--- config.mk ---
export PLATFORM = sky130hd
export DESIGN_NAME = card_io_dir_arb
export DESIGN_NICKNAME = d
export VERILOG_FILES = /design/src/rtl/card_io_pkg.sv /design/src/rtl/card_io_sync.sv /design/src/rtl/card_io_lane.sv /design/src/rtl/card_io_dir_arb.sv
export SDC_FILE = /design/constraint.sdc
export NUM_CORES = 1
export LEC_CHECK = 0
export ABC_AREA = 0
export BUFFER_PORTS_ARGS = -buffer_cell sky130_fd_sc_hd__buf_2
export CAP_MARGIN = 20
export CORE_ASPECT_RATIO = 1.25
export CORE_MARGIN = 2
export CORE_UTILIZATION = 50
export CTS_BUF_LIST = sky130_fd_sc_hd__clkbuf_4 sky130_fd_sc_hd__clkbuf_8
export DETAILED_ROUTE_END_ITERATION = 10
export GPL_ROUTABILITY_DRIVEN = 0
export GPL_TIMING_DRIVEN = 1
export HOLD_SLACK_MARGIN = 0.02
export PLACE_DENSITY = 0.69
export SLEW_MARGIN = 20
export SYNTH_ARGS = -nofsm -noshare
export SYNTH_HDL_FRONTEND = slang
export SYNTH_SLANG_ARGS = --single-unit
--- constraint.sdc ---
create_clock -name clk_i -period 2.4 [get_ports clk_i]
set_clock_uncertainty 0.2 [all_clocks]
set_input_delay 0.36 -clock clk_i [delete_from_list [all_inputs] [get_ports clk_i]]
set_output_delay 0.36 -clock clk_i [all_outputs]
set_load 0.02 [all_outputs]
--- src/rtl/card_io_pkg.sv ---
package card_io_pkg;
  typedef enum logic [2:0] {
    LN_OFF,
    LN_ARM,
    LN_IDLE,
    LN_C2H,
    LN_H2C
  } lane_st_e;
endpackage

--- src/rtl/card_io_sync.sv ---
module card_io_sync #(
  parameter int   STAGES  = 2,
  parameter logic RST_VAL = 1'b0
) (
  input  logic clk_i,
  input  logic rst_ni,
  input  logic d_i,
  output logic q_o
);
  logic [STAGES-1:0] sr_q;

  generate
    if (STAGES == 1) begin : g_one
      always_ff @(posedge clk_i or negedge rst_ni) begin
        if (!rst_ni) sr_q <= RST_VAL;
        else         sr_q <= d_i;
      end
    end else begin : g_many
      always_ff @(posedge clk_i or negedge rst_ni) begin
        if (!rst_ni) sr_q <= {STAGES{RST_VAL}};
        else         sr_q <= {sr_q[STAGES-2:0], d_i};
      end
    end
  endgenerate

  assign q_o = sr_q[STAGES-1];
endmodule

--- src/rtl/card_io_lane.sv ---
module card_io_lane
  import card_io_pkg::*;
#(
  parameter int SYNC_STAGES = 2
) (
  input  logic clk_i,
  input  logic rst_ni,
  input  logic rx_en_i,
  input  logic card_i,
  input  logic host_i,
  output logic card_pull_o,
  output logic host_pull_o
);
  logic     c_s, h_s, c_q, h_q;
  logic     c_fall, h_fall, both_hi;
  lane_st_e st_q, st_d;

  // card line starts low (forced), host line starts high
  card_io_sync #(.STAGES(SYNC_STAGES), .RST_VAL(1'b0)) u_sync_c (
    .clk_i(clk_i), .rst_ni(rst_ni), .d_i(card_i), .q_o(c_s)
  );
  card_io_sync #(.STAGES(SYNC_STAGES), .RST_VAL(1'b1)) u_sync_h (
    .clk_i(clk_i), .rst_ni(rst_ni), .d_i(host_i), .q_o(h_s)
  );

  always_ff @(posedge clk_i or negedge rst_ni) begin
    if (!rst_ni) begin
      c_q  <= 1'b0;
      h_q  <= 1'b1;
      st_q <= LN_OFF;
    end else begin
      c_q  <= c_s;
      h_q  <= h_s;
      st_q <= st_d;
    end
  end

  assign c_fall  = c_q & ~c_s;
  assign h_fall  = h_q & ~h_s;
  assign both_hi = c_s & h_s;

  always_comb begin
    st_d = st_q;
    if (!rx_en_i) begin
      st_d = LN_OFF;
    end else begin
      unique case (st_q)
        LN_OFF:  st_d = LN_ARM;
        LN_ARM:  if (both_hi) st_d = LN_IDLE;
        LN_IDLE: begin
          if (c_fall)      st_d = LN_C2H;  // card wins a tie
          else if (h_fall) st_d = LN_H2C;
        end
        LN_C2H:  if (both_hi) st_d = LN_IDLE;
        LN_H2C:  if (both_hi) st_d = LN_IDLE;
        default: st_d = LN_OFF;
      endcase
    end
  end

  assign card_pull_o = ~rx_en_i | (st_q == LN_OFF) | ((st_q == LN_H2C) & ~h_s);
  assign host_pull_o = rx_en_i & (st_q == LN_C2H) & ~c_s;

  a_r10_drop_clears: assert property (@(posedge clk_i) disable iff (!rst_ni)
    !rx_en_i |=> (st_q == LN_OFF));
  a_r3_arm_waits: assert property (@(posedge clk_i) disable iff (!rst_ni)
    (rx_en_i && st_q == LN_ARM && !(c_s && h_s)) |=> (st_q == LN_ARM || st_q == LN_OFF));
  a_r7_lock_holds: assert property (@(posedge clk_i) disable iff (!rst_ni)
    (rx_en_i && st_q == LN_C2H && !c_s) |=> (st_q == LN_C2H || !$past(rx_en_i) || !rx_en_i || st_q == LN_OFF));
  a_r7_out_ignored: assert property (@(posedge clk_i) disable iff (!rst_ni)
    (rx_en_i && st_q == LN_H2C && !h_s) |=> (st_q inside {LN_H2C, LN_OFF}));
  a_r5_one_drive: assert property (@(posedge clk_i) disable iff (!rst_ni)
    rx_en_i |-> !(card_pull_o && host_pull_o));
  a_r8_release: assert property (@(posedge clk_i) disable iff (!rst_ni)
    (rx_en_i && st_q inside {LN_C2H, LN_H2C} && c_s && h_s) |=> (st_q inside {LN_IDLE, LN_OFF}));
endmodule

--- src/rtl/card_io_dir_arb.sv ---
module card_io_dir_arb #(
  parameter int NUM_LANES   = 3,
  parameter int SYNC_STAGES = 2
) (
  input  logic                 clk_i,
  input  logic                 rst_ni,
  input  logic                 rx_en_i,
  input  logic [NUM_LANES-1:0] card_i,
  input  logic [NUM_LANES-1:0] host_i,
  output logic [NUM_LANES-1:0] card_pull_o,
  output logic [NUM_LANES-1:0] host_pull_o
);
  generate
    for (genvar g = 0; g < NUM_LANES; g++) begin : g_lane
      card_io_lane #(.SYNC_STAGES(SYNC_STAGES)) u_lane (
        .clk_i      (clk_i),
        .rst_ni     (rst_ni),
        .rx_en_i    (rx_en_i),
        .card_i     (card_i[g]),
        .host_i     (host_i[g]),
        .card_pull_o(card_pull_o[g]),
        .host_pull_o(host_pull_o[g])
      );
    end
  endgenerate

  a_r1_reset_state: assert property (@(posedge clk_i)
    !rst_ni |-> (&card_pull_o && !(|host_pull_o)));
  a_r2_disabled: assert property (@(posedge clk_i) disable iff (!rst_ni)
    !rx_en_i |-> (&card_pull_o && !(|host_pull_o)));
endmodule

# After elaboration in Yosys (flattened, before gate mapping)
# Cells that the tools add are included.
# Widths: inputs -> output; s select.
# totals
regBits,27
input_bits,9
out_inout_bits,6
word_cells,88
# classes
n_eq_ne,18
n_mux,15
n_bitwise,31
n_reduce_logical,9
# ops
cell,count
$mux 3,12
$pmux 3 s3,3
$and 1x1->1,18
$eq 3x2->1 const B,6
$ne 4x2->1 const B,3
$eq 3x1->1 const B,3
$eq 3x3->1 const B,3
$logic_not 3->1,3
$ne 3x2->1 const B,3
$reduce_or 3->1,3
$not 1->1,7
$or 1x1->1,6
$reduce_and 2->1,3

# Depth between registers and ports, before layout
# depth
word_depth,6
mapped_depth,4
depth_no_buf,4

# Hierarchy
# Synthesis repeated with hierarchy kept, for this count alone.
# unflattened
hier_cells,96
hier_area_um2,1122.3
# modules_own_cells
module,instances,cells_each,area_per_inst_um2,seq_area_each_um2
card_io_lane,3,28,271.5,126.4
card_io_sync at g_lane[0].u_lane.u_sync_h ...,3,2,52.6,52.6
card_io_sync at g_lane[0].u_lane.u_sync_c ...,3,2,50.0,50.0

# Least setup slack after synthesis
# OpenSTA, ideal clock, no wires.
# synth_path
kind,register to output
startpoint,reg g_lane[0].u_lane.u_sync_h.sr_q[1]
endpoint,out card_pull_o[0]
t_arrival_ns,0.846
required_time_ns,1.840
slack_ns,0.994
stages_incl_launch_ff,5
path_buffers,1
cell_sequence,dfstp_2 nand2_1 nand3_1 nand2_1 buf_4
# synth_via
elab_chain_len,3
# synth_lines
item,line_no,text
start: declaration,card_io_sync.sv:10,logic [STAGES-1:0] sr_q;
start signal: assignment,card_io_sync.sv:20,if (!rst_ni) sr_q <= {STAGES{RST_VAL}};
start signal: assignment,card_io_sync.sv:21,"else sr_q <= {sr_q[STAGES-2:0], d_i};"
$not 1->1,card_io_lane.sv:61,assign card_pull_o = ~rx_en_i | (st_q == LN_OFF) | ((st_q == LN_H2C) & ~h_s);
$and 1x1->1,card_io_lane.sv:61,
$or 1x1->1,card_io_lane.sv:61,
end: declaration,card_io_dir_arb.sv:10,"output logic [NUM_LANES-1:0] card_pull_o,"
# Every way passes these cells.

# Final worst setup path
# layout_path
startpoint,reg g_lane[0].u_lane.st_q[2]
endpoint,out host_pull_o[0]
# layout_via
elab_chain_len,3
# layout_lines
item,line_no,text
start: declaration,card_io_lane.sv:16,"lane_st_e st_q, st_d;"
start signal: assignment,card_io_lane.sv:34,st_q <= st_d;
$eq 3x2->1,card_io_lane.sv:62,assign host_pull_o = rx_en_i & (st_q == LN_C2H) & ~c_s;
$and 1x1->1 (2 in a row),card_io_lane.sv:62,
end: declaration,card_io_dir_arb.sv:11,output logic [NUM_LANES-1:0] host_pull_o
# Every way passes these cells.

==> key figures <==
Placed design
  – Dpl ws: about 760 ps
  – IO Port Bufs: 14
  – Placed cell area: 0.00121 sq mm
  – Inst Count DP: between 100 and 150
  – Detail Placement HPWL: between 1000 and 1500 microns

GRT
  – Initial antenna violation count: 0
  – Met1 usage: a little under a fifth
  – Most used routing layer in global routing: met2
  – Largest net degree at the start of global routing: 28
  – GR Util met2: between 20 and 25%
  – Total GRT Usage: between 10 and 15%
  – First-pass GRT wire length: about 2800 microns
  – Vias in the first global route: 693
  – M3 GR Usage: 1.87%
  – Remaining global-route overflow: 0

Yosys
  – Cell Area, Synth: about 0.0012 sq mm
  – Number of synthesized flops with an enable pin: 0
  – Gate count of the mapped netlist: approximately 100
  – Area share of the largest cell type after synthesis: approximately two fifths
  – Mean Syn Cell Area: 11.2 sq um
  – Register area share after synthesis: roughly three fifths
  – Largest family of logic cells by synthesized area: simple AND/OR/NAND/NOR gates
  – Cell variety after synth: 20
  – Mux cell area share after synthesis: roughly 2.6%
  – XOR/XNOR Fraction of Synth Area: 0%
  – Yosys warns: 0
  – Synth area leaders: dfrtp_1 (39%), dfstp_2 (21%), nand2_1 (4.9%)
  – Net Count, Synth: between 100 and 150
  – Post-synthesis compound-gate area fraction: a little over an eighth
  – Cell taking the most area after synthesis: dfrtp_1
  – Seq cells post-synth: 27
  – Simple-gate share of the synthesized area: 18.2%
  – Asr flop ratio synth: 100%
  – Top FF cell, synth: dfrtp_1
  – Adder-Cell Fraction of Synth Area: 0%

Route
  – Final WL: between 1500 and 2000 microns
  – Initial DRC count: 9
  – Post-route DRC: 0
  – Post-route ant nets: 0
  – WL/cell: around 12 microns
  – Via count: about 770
  – DR vias/cell: slightly above 5
  – First-pass detailed-route iteration total: 6

Pwr
  – Worst IR Drop VDD: roughly 0.43 mV
  – Register share of total power: between 50% and 60%
  – Pwr Density: between 700 and 800 mW/mm^2
  – Comb pwr share: about a fifth
  – Sw power: between 0.3 and 0.4 mW
  – Lkg Pwr: ~0.56 nW
  – Pint: about 0.68 mW
  – Switching share of power: a little under a third
  – Clock power frac: 19.9%

Flow run
  – Max_cap viols: 0

Clock tree
  – Reg clk slew, reported paths: approximately 130 ps
  – Clock Path Buffers: 2
  – CTS buffer count: 3
  – Root Driver: clkbuf_4
  – CTS tree: done
  – Skew-Pair Late Insertion Delay: 310 ps
  – H-tree depth: 1
  – Post-CTS Setup Bufs: 0
  – Clock sink count: 27

Final layout
  – N_diodes: 0
  – Non-filler instance count after layout: between 150 and 200
  – Area growth from synthesis to layout: 13.8%
  – Final Cell Area: ~0.0013 sq mm
  – Layout cells sized above 1: between 20% and 30%
  – Nets: around 130
  – Layout Utilization: around three fifths

STA
  – Slew headroom: 62.7%
  – Maximum clock rate: 0.540 GHz
  – Period Utilization, post-route: about 77%
  – Post-route setup slack: approximately 550 ps
  – Slew Viols, Final: 0
  – Final hold vios: 0
  – Final setup viols: 0
  – Least-Margin Pin Slew: ~560 ps
  – Setup TNS: 0 ps
  – RSZ-0062 raised after global routing: false
  – Tmin final: ~1900 ps

Critical path
  – Crit path largest cell delay: around 480 ps
  – CP Data Arrival Time: ~1300 ps
  – CP bufs+invs: 1
  – CP Max Fanout: 7
  – Crit path launch type: register
  – R2r endpoint: g_lane[1].u_lane.st_q[1]
  – Slowest CP cell: dfrtp_1
  – Worst r2r src: g_lane[1].u_lane.st_q[0]
  – R2R cell count: 4
  – Crit path max-delay family: flip-flops
  – Reg2Reg Setup Slack: roughly 920 ps
  – Critical path type: reg2out
  – WP data required: roughly 1800 ps
  – CP Capture Type: output port
  – Cell Chain, Critical Path: nand4b_1, nor2_1, buf_2

Status
  – Status: completed

Worst hold path
  – Min-delay src: g_lane[2].u_lane.u_sync_h.sr_q[0]
  – Hold Path End: g_lane[2].u_lane.u_sync_h.sr_q[1]
  – Hold WC Path Type: reg2reg
  – WHS Path Cells: 0

Floorplanning
  – Die Ht: 57.7 microns
  – Area of the die: between 0.002 and 0.003 sq mm
  – Die Width: 46.9 microns
  – I/O Pins: 15
  – Initial Util: 52.7%
  – Core footprint: approximately 0.0022 sq mm
  – Num rows: 19
## how the worst max path moves through the flow
stage,depth (start not counted),endpoint,slack [ps],start
floorplan,4,card_pull_o[0],990,g_lane[0].u_lane.u_sync_h.sr_q[1]
global route,3,host_pull_o[2],450,g_lane[2].u_lane.st_q[2]
global placement,5,g_lane[2].u_lane.st_q[1],840,rx_en_i
detailed placement,5,g_lane[0].u_lane.st_q[1],760,rx_en_i
CTS,3,host_pull_o[0],530,g_lane[0].u_lane.st_q[2]
finish,3,host_pull_o[0],550,g_lane[0].u_lane.st_q[2]
## cells in the mapped netlist, types with 5 or more instances
master and instances:
nand3_1 6, dfstp_2 9, a21oi_1 6, nor2_1 6
dfrtp_1 18, o21ai_2 5, buf_4 6, inv_1 6
nand2_1 15
## cells in the final DEF (no fill, tap or decap)
| cell type | netlist | final |
|---|---|---|
| dlygate4sd3_1 | 0 | 7 |
| dfrtp_1 | 18 | 18 |
| o2111ai_2 | 1 | 1 |
| o2111ai_1 | 2 | 2 |
| nor2_1 | 6 | 6 |
| nand2b_1 | 3 | 3 |
| o21ai_0 | 1 | 1 |
| nand4b_1 | 3 | 3 |
| dfstp_2 | 9 | 9 |
| inv_1 | 6 | 6 |
| mux2i_1 | 3 | 3 |
| o311ai_0 | 3 | 3 |
| clkbuf_4 | 0 | 4 |
| o21ai_1 | 3 | 3 |
| nand3_1 | 6 | 6 |
| o21ai_2 | 5 | 5 |
| nor2b_1 | 3 | 3 |
| nor3b_2 | 3 | 3 |
| nand2_1 | 15 | 15 |
| buf_2 | 1 | 14 |
| a21oi_1 | 6 | 6 |
## state kept, by name (all words and copies together), names as in the netlist
signal and flops:
g_lane.u_lane.u_sync_c.sr_q 6, g_lane.u_lane.st_q 9, g_lane.u_lane.u_sync_h.sr_q 6, g_lane.u_lane.h_q 3
g_lane.u_lane.c_q 3
## what timing repair did
action                                  CTS  global route
gates resized for setup                   0             0
hold buffers                              7             0
endpoints found under the hold margin    24             0
endpoints found under the setup margin    0             0
## power by group through the flow
stage | Clock, mW | Sequential, mW | Combinational [mW]
global route | 0.228 | 0.585 | 0.233
CTS | 0.208 | 0.577 | 0.207
detailed placement | 0 | 0.585 | 0.197
floorplan | 0 | 0.569 | 0.171
finish | 0.195 | 0.577 | 0.205
global placement | 0 | 0.581 | 0.195
## through the flow
step | power, mW | hold WS [ps]
after detailed placement | 0.783 | 139
after global placement | 0.776 | 132
after floorplan | 0.741 | -136
after CTS | 0.991 | 166
final | 0.977 | 165
after global routing | 1.05 | 169
## final cells by class
type                    instances  area, sq um
clock buffers                   4         30.0
fillers                       194          876
inverters                       6         22.5
multi-input cells              63          393
flip-flops and latches         27          687
well taps                      31         38.8
repair buffers                 21          140
## worst register-to-register path: cells and delay by family, from the launching register on
family         cells  cell delay, ps
multiplexers       1             210
AO/OA/AOI/OAI      3             530
flip-flops         1             480
## per-layer routing
layer / part of all wire, % / vias to the layer above
met4: 0.85 / 0
met3: 2.7 / 2
met5: 0 / -
met1: 45 / 366
li1: - / 386
met2: 51 / 17
## logic make-up after synthesis
group | count (synthesis)
flip-flops | 27
buffers and inverters | 13
AO/OA/AOI/OAI | 21
multiplexers | 3
AND/OR/NAND/NOR | 39
Note: power is estimated with default switching activity, not from simulation.
